$ cat src/rtl/grp_ecc_codec.sv
module grp_ecc_codec #(
  parameter int ADDR_W = 10
) (
  input  logic              clk,
  input  logic              rst_n,
  input  logic              req_valid,
  input  logic              req_we,
  input  logic [ADDR_W-1:0] req_addr,
  input  logic [7:0]        req_wdata,
  output logic              req_ready,
  output logic              rsp_valid,
  output logic [7:0]        rsp_rdata,
  output logic              corr_err,
  output logic              uncorr_err,
  output logic              mem_rd,
  output logic              mem_wr,
  output logic [ADDR_W-3:0] mem_gaddr,
  output logic [38:0]       mem_wword,
  input  logic [38:0]       mem_rword,
  input  logic              inj_en,
  input  logic [5:0]        inj_bit
);
  localparam int GW = ADDR_W - 2;
  localparam int CW = 39;

  typedef enum logic [1:0] {S_IDLE, S_FETCH, S_DEC} st_t;
  st_t st;
  logic          we_q;
  logic [1:0]    lane_q;
  logic [GW-1:0] gaddr_q;
  logic [7:0]    wdata_q;

  function automatic logic [CW-1:0] encode(input logic [31:0] d);
    logic [CW-1:0] c;
    int k;
    c = '0;
    k = 0;
    for (int i = 1; i < CW; i++)
      if ((i & (i - 1)) != 0) begin
        c[i] = d[k];
        k++;
      end
    for (int p = 0; p < 6; p++)
      for (int i = 1; i < CW; i++)
        if (((i >> p) & 1) == 1 && i != (1 << p)) c[1 << p] = c[1 << p] ^ c[i];
    c[0] = ^c[CW-1:1];
    return c;
  endfunction

  function automatic logic [31:0] extract(input logic [CW-1:0] c);
    logic [31:0] d;
    int k;
    d = '0;
    k = 0;
    for (int i = 1; i < CW; i++)
      if ((i & (i - 1)) != 0) begin
        d[k] = c[i];
        k++;
      end
    return d;
  endfunction

  logic [CW-1:0] fetched, fixed;
  logic [5:0]    syn;
  logic          ovp, single, dbl;
  logic [31:0]   gdata, merged;

  assign fetched = mem_rword ^ ((inj_en ? 39'd1 : 39'd0) << inj_bit);

  always_comb begin
    syn = '0;
    for (int i = 1; i < CW; i++)
      if (fetched[i]) syn = syn ^ 6'(i);
  end

  assign ovp    = ^fetched;
  assign single = ovp && (syn < 6'(CW));
  assign dbl    = (!ovp && syn != 6'd0) || (ovp && syn >= 6'(CW));
  assign fixed  = fetched ^ ((single ? 39'd1 : 39'd0) << syn);
  assign gdata  = extract(fixed);

  always_comb begin
    merged = gdata;
    for (int b = 0; b < 4; b++)
      if (lane_q == 2'(b)) merged[8*b +: 8] = wdata_q;
  end

  always_ff @(posedge clk or negedge rst_n) begin
    if (!rst_n) begin
      st      <= S_IDLE;
      we_q    <= 1'b0;
      lane_q  <= '0;
      gaddr_q <= '0;
      wdata_q <= '0;
    end else begin
      case (st)
        S_IDLE: if (req_valid) begin
          st      <= S_FETCH;
          we_q    <= req_we;
          lane_q  <= req_addr[1:0];
          gaddr_q <= req_addr[ADDR_W-1:2];
          wdata_q <= req_wdata;
        end
        S_FETCH: st <= S_DEC;
        default: st <= S_IDLE;
      endcase
    end
  end

  assign req_ready  = (st == S_IDLE);
  assign mem_rd     = (st == S_FETCH);
  assign mem_gaddr  = gaddr_q;
  assign mem_wr     = (st == S_DEC) && we_q;
  assign mem_wword  = encode(merged);
  assign rsp_valid  = (st == S_DEC) && !we_q;
  assign rsp_rdata  = gdata[8*lane_q +: 8];
  assign corr_err   = (st == S_DEC) && single;
  assign uncorr_err = (st == S_DEC) && dbl;


  wr_after_rd_chk: assert property (@(posedge clk) disable iff (!rst_n)
    mem_wr |-> $past(mem_rd));

  ready_back_chk: assert property (@(posedge clk) disable iff (!rst_n)
    mem_wr |=> req_ready);

  busy_after_accept_chk: assert property (@(posedge clk) disable iff (!rst_n)
    (req_valid && req_ready) |=> !req_ready);

  rsp_after_fetch_chk: assert property (@(posedge clk) disable iff (!rst_n)
    rsp_valid |-> $past(mem_rd));

  corr_in_dec_chk: assert property (@(posedge clk) disable iff (!rst_n)
    corr_err |-> (rsp_valid || mem_wr));

  corr_excl_chk: assert property (@(posedge clk) disable iff (!rst_n)
    !(corr_err && uncorr_err));

  no_rsp_on_wr_chk: assert property (@(posedge clk) disable iff (!rst_n)
    !(rsp_valid && mem_wr));
endmodule

$ cat config.mk
export PLATFORM = sky130hd
export DESIGN_NAME = grp_ecc_codec
export DESIGN_NICKNAME = d
export VERILOG_FILES = /design/src/rtl/grp_ecc_codec.sv
export SDC_FILE = /design/constraint.sdc
export NUM_CORES = 1
export LEC_CHECK = 0
export BUFFER_PORTS_ARGS = -buffer_cell sky130_fd_sc_hd__buf_2
export CAP_MARGIN = 20
export CORE_UTILIZATION = 55
export CTS_CLUSTER_SIZE = 10
export DETAILED_ROUTE_END_ITERATION = 8
export GPL_TIMING_DRIVEN = 0
export PLACE_DENSITY_LB_ADDON = 0.2
export SETUP_SLACK_MARGIN = 0.1
export SLEW_MARGIN = 30
export SYNTH_ARGS = -nofsm -noshare
export SYNTH_HDL_FRONTEND = slang
export SYNTH_SLANG_ARGS = --single-unit
$ cat constraint.sdc
create_clock -name clk -period 8.2 [get_ports clk]
set_input_delay 1.64 -clock clk [delete_from_list [all_inputs] [get_ports clk]]
set_output_delay 1.64 -clock clk [all_outputs]
set_load 0.05 [all_outputs]
Yosys cells after proc, flatten, opt, wreduce, memory -nomap -nowiden

Index checks and enable logic that the tools add are counted.

Word-level logic and storage cells: 201
Output and inout bits: 61
Register bits: 21
Bits of input ports: 68

Multiplexer cells: 46
Shifts and indexed selects: 3
Reductions and logical operators: 16
Equal/unequal tests: 6
$lt $le $gt $ge: 2
Bitwise logic cells: 123

Operators with widths:

| kind               | count |
|---|---|
| $xor 1x1->1        | 84 |
| $mux 5             | 16 |
| $shl 1x6->39       | 2 |
| $xor 39x39->39     | 2 |
| $mux 6             | 7 |
| $not 3->3          | 13 |
| $reduce_xor 39->1  | 1 |
| $reduce_xor 38->1  | 1 |
| $mux 4             | 8 |
| $mux 8             | 4 |
| $shiftx 32x6->8    | 1 |
| $not 2->2          | 13 |
| $not 4->4          | 5 |
| $mux 3             | 4 |
| $logic_and 1x1->1  | 7 |
| $eq 2x2->1 const B | 3 |
| $ge 6x6->1 const B | 1 |
| $lt 6x6->1 const B | 1 |
| $mux 2             | 3 |
| $reduce_bool 6->1  | 1 |
| $not 1->1 const A  | 5 |
| $not 5->5          | 1 |
| $eq 2x1->1 const B | 2 |
| $logic_not 2->1    | 2 |
| 6 further kinds    | 9 |

Longest topological paths before layout

Depth in word-level cells: 97
Mapped depth: 17
Gate-level depth less buffers: 14

Worst setup path before layout

Ideal clock, no wire load.

Kind: input -> output
Start: input port inj_bit[3]
End: output port mem_wword[0]
Path slack: -0.804 ns
Arrival: 7.364 ns
Data required time: 6.560 ns
Path buffers: 1
Stages on the path: 15
Path through: buf_2 > or3b_4 > nor3_2 > xnor2_1 > xor3_1 > xnor2_2 > xnor3_2 > a22oi_1 > nand3_1 > xnor2_1 > o21ai_0 > xnor3_1 > xnor3_1 > xnor3_1 > xor3_1

Elaborated cells between the ends (all ways): 167
Those cells by class: 1 x order compare; 2 x shift; 43 x mux; 118 x bitwise; 3 x reduce/logical

RTL lines:

| item                       | line | source |
|---|---|---|
| start, declared            | 21   | `input logic [5:0] inj_bit` |
| $shl 1x6->39 (*)           | 68   | `assign fetched = mem_rword ^ ((inj_en ? 39'd1 : 39'd0) << inj_bit);` |
| $xor 39x39->39 (*)         | 68   |  |
| $mux 1                     | 73   | `if (fetched[i]) syn = syn ^ 6'(i);` |
| $mux 2                     | 73   |  |
| $not 2->2 (no source line) | -    |  |
| $mux 2                     | 73   |  |
| $mux 3                     | 73   |  |
| $not 2->2 (no source line) | -    |  |
| [51 not listed]            | -    |  |
| $logic_and 1x1->1          | 77   | `assign single = ovp && (syn < 6'(CW));` |
| $mux 1                     | 79   | `assign fixed = fetched ^ ((single ? 39'd1 : 39'd0) << syn);` |
| $shl 1x6->39               | 79   |  |
| $xor 39x39->39 (*)         | 79   |  |
| $mux 8 (*)                 | 85   | `if (lane_q == 2'(b)) merged[8*b +: 8] = wdata_q;` |
| named net mem_wword[22]    | 18   | `output logic [38:0] mem_wword,` |
| $xor 1x1->1 (10 in series) | 45   | `if (((i >> p) & 1) == 1 && i != (1 << p)) c[1 << p] = c[1 << p] ^ c[i];` |
| $reduce_xor 38->1 (*)      | 46   | `c[0] = ^c[CW-1:1];` |
| end, declared              | 18   |  |

The timed path passes the listed nets; every way through them passes the cells marked *.

Worst setup path in the final report

Start: input port inj_bit[3]
End: output port mem_wword[0]

Cells in the longest elaborated chain, start to end: 82
Elaborated cells between the ends (all ways): 167
Those cells by class: 1 x order compare; 2 x shift; 43 x mux; 118 x bitwise; 3 x reduce/logical

RTL lines:

| item                       | line |
|---|---|
| $shl 1x6->39 (*)           | 68 |
| $xor 39x39->39 (*)         | 68 |
| $mux 1                     | 73 |
| $mux 2                     | 73 |
| $not 2->2 (no source line) | - |
| $mux 2                     | 73 |
| $mux 3                     | 73 |
| $not 2->2 (no source line) | - |
| [50 not listed]            | - |
| $lt 6x6->1                 | 77 |
| $logic_and 1x1->1          | 77 |
| $mux 1                     | 79 |
| $shl 1x6->39               | 79 |
| $xor 39x39->39 (*)         | 79 |
| $mux 8                     | 85 |
| $xor 1x1->1 (17 in series) | 45 |
| $reduce_xor 38->1 (*)      | 46 |

Every way passes the cells marked *; elsewhere a longest branch is shown, timed or not.

==> flow_metrics.tcl <==
set metrics [dict create \
    period_needed_ns 8.20 \
    num-nets-final 779 \
    grt_util_met2_pct 58.7 \
    clk_latency_ns 0.26 \
    ant_nets 0 \
    path_class "in2out" \
    via_count 4814 \
    setup_ws_ns 0.00452 \
    cp_data_arrival_time_ns 6.56 \
    initial_core_util_pct 56.7 \
    syn_to_final_growth_pct 31.0 \
    place_congestion 0.982 \
    hpwl_um 13100 \
    port_buffers 125 \
    wl_per_cell_um 19.7 \
    hold_depth 1 \
    async_reset_ff_share_pct 100 \
    start_kind "input port" \
    ys_seq_elements 21 \
    grt_max_degree 22 \
    dr.pass1.iters 5 \
    crit_required_ns 6.56 \
    synth.largest_area_cell "xnor2_1" \
    drc 0 \
    ff2ff_path_depth 5 \
    synth_warnings 0 \
    dieArea_um2 9370 \
    fp-row-count 34 \
    antenna_found_initial 0 \
    yosys.cell_types.count 73 \
    yosysMostFrequentCell "xnor2_1" \
    ios 129 \
    htreeDepth 1 \
    min_path_type "reg2reg" \
    fp.dieW_um 96.8 \
    critPathBufInv 4 \
    drt-total-wl_um 16100 \
    min_from "st[1]$_DFFE_PN0P_" \
    pre_cts_ws_ns -0.538 \
    maxCapViolations 0 \
    hold_viol_final 0 \
    tightest_slew_ns 0.807 \
    critical_path.most_common_cell "xnor3_1" \
    met1_usage_pct 44.4 \
    cpPeakStageDelay_ns 0.44 \
    drive_above_1_share_pct 42.3 \
    fin_skew_ns 0.00147 \
    use_met3_pct 3.54 \
    grt_pass1_wl_um 25300 \
    cts_buffers 3 \
    startpoint "inj_bit[3]" \
    crit_family "XOR/XNOR gates" \
    synth_area_leaders "xnor2_1, xnor3_1, dfrtp_1" \
    synth_enable_flop_cells 0 \
    crit_chain "buf_2, clkbuf_4, nand2b_4, nor4_1, xnor2_1, xnor3_1, xnor2_2, xnor3_2, nand4_1, buf_4, or3_1, a31oi_4, xor2_1, xnor3_2, xnor3_1, xnor3_1, xor3_1, buf_4" \
    path_max_fanout 10 \
    holdPathEnd "st[1]$_DFFE_PN0P_" \
    status "complete, no violations" \
    busiest_layer "met2" \
    syn_nets 614 \
    cp-end-kind "output pin" \
    synthTopCellsByCount "xnor2_1, xor2_1, nand2_1, nor2_1, mux2_2" \
    slew_viol_final 0 \
    ff2ff_setup_slack_ns 6.31 \
    cts-root-buf "clkbuf_8" \
    clk_path_buf_depth 2 \
    synth.yosys.seq_area_share_pct 10.6 \
    setup_viol 0 \
    cp_slowest_cell "xnor3_1" \
    core_um2 8720 \
    syn_avg_cell_area_um2 9.05 \
    syn_area_um2 4940 \
    grtUsageTotal_pct 33.8 \
    n_antenna_cell 0 \
    grt-ovfl-total 0 \
    cts_tree "built" \
    die_y_um 96.8 \
    via_per_inst 5.89 \
    cts.sinks 21 \
    rsz0062_at_grt "yes" \
    relSlewSlack_pct 46.0 \
    synth_top_area_share_pct 19.1 \
    fmax_mhz 122 \
    drt-initial-drc-count 298 \
    grt_pass1_vias 4728 \
    clk_pin_slew_ns 0.08 \
    synth-main-ff-cell "dfrtp_1" \
    r2r_end "wdata_q[2]$_DFFE_PN0P_" \
    rr_startpoint "st[1]$_DFFE_PN0P_" \
    finalCritPeriodShare_pct 99.9 \
    final_core_util_pct 74.2 \
    tns_ns 0 \
    syn-instance-count 546 \
    fillCellCount 638 \
]
[per-layer routing]
metal | part of all wire [%] | wire length [µm]
met5 | 0 | 0
met3 | 7.4 | 1190
met1 | 41 | 6600
met2 | 48 | 7810
met4 | 3.1 | 507
[worst max path at each step]
stage,to,slack [ns],depth (start not counted)
global route,mem_wword[0],-0.14,17
detailed placement,mem_wword[0],-0.54,17
CTS,mem_wword[0],0.10,19
floorplan,mem_wword[1],0.006,15
global placement,mem_wword[0],-0.53,17
finish,mem_wword[0],0.005,18
[flip-flops by register name (all words and copies together) (netlist names)]
register	flops
lane_q	2
mem_gaddr	8
st	2
wdata_q	8
we_q	1
[placed cells by master (no fill, tap or decap), types with 11 or more instances in the layout]
cell type / n
nor3_1: 11
xnor2_2: 19
xor2_1: 47
inv_1: 17
xnor2_1: 91
mux2_2: 28
nand3_1: 20
nor2_1: 37
buf_2: 128
buf_4: 41
nand2_1: 41
xnor3_1: 21
dfrtp_1: 21
[worst reg2reg max path, cell delays in order, from the launching register on]
cell and delay, ns:
dfrtp_1 0.42, nor2_1 0.14, and2_1 0.14, clkbuf_1 0.20, clkbuf_1 0.47, mux2_2 0.41
[per-stage QoR]
| step | hold WS, ns | std cells | area (µm²) |
|---|---|---|---|
| global route | 0.517 | 818 | 6470 |
| detailed placement | 0.487 | 779 | 5790 |
| CTS | 0.499 | 812 | 6350 |
| global placement | 0.461 | 779 | 5790 |
| floorplan | 0.447 | 546 | 5020 |
| finish | 0.495 | 818 | 6470 |
[final cells by class]
type                            count  area (µm²)  area share [%]
Multi-Input combinational cell    485        4670            72.1
Timing Repair Buffer              160         893            13.8
Sequential cell                    21         526            8.12
Tap cell                          108         135            2.09
Buffer                             22         134            2.07
Inverter                           18        67.6            1.04
Clock buffer                        3        41.3           0.638
Clock inverter                      1        7.51           0.116
[kinds of logic after synthesis]
kind of cell | Yosys count | share of synthesized area [%]
multiplexers | 40 | 10.1
flip-flops | 21 | 10.6
AO/OA/AOI/OAI | 55 | 8.84
buffers and inverters | 40 | 3.95
AND/OR/NAND/NOR | 194 | 22.1
XOR/XNOR | 196 | 44.5
[timing repair]
action	in CTS	in global routing
pin swaps	30	8
setup buffers	29	6
gates cloned	0	0
setup endpoints to repair	5	4
gates resized for setup	50	17
hold buffers	0	0
Power is not shown: default switching activity piles up to over one toggle a cycle in this logic, so the estimate is an artifact.
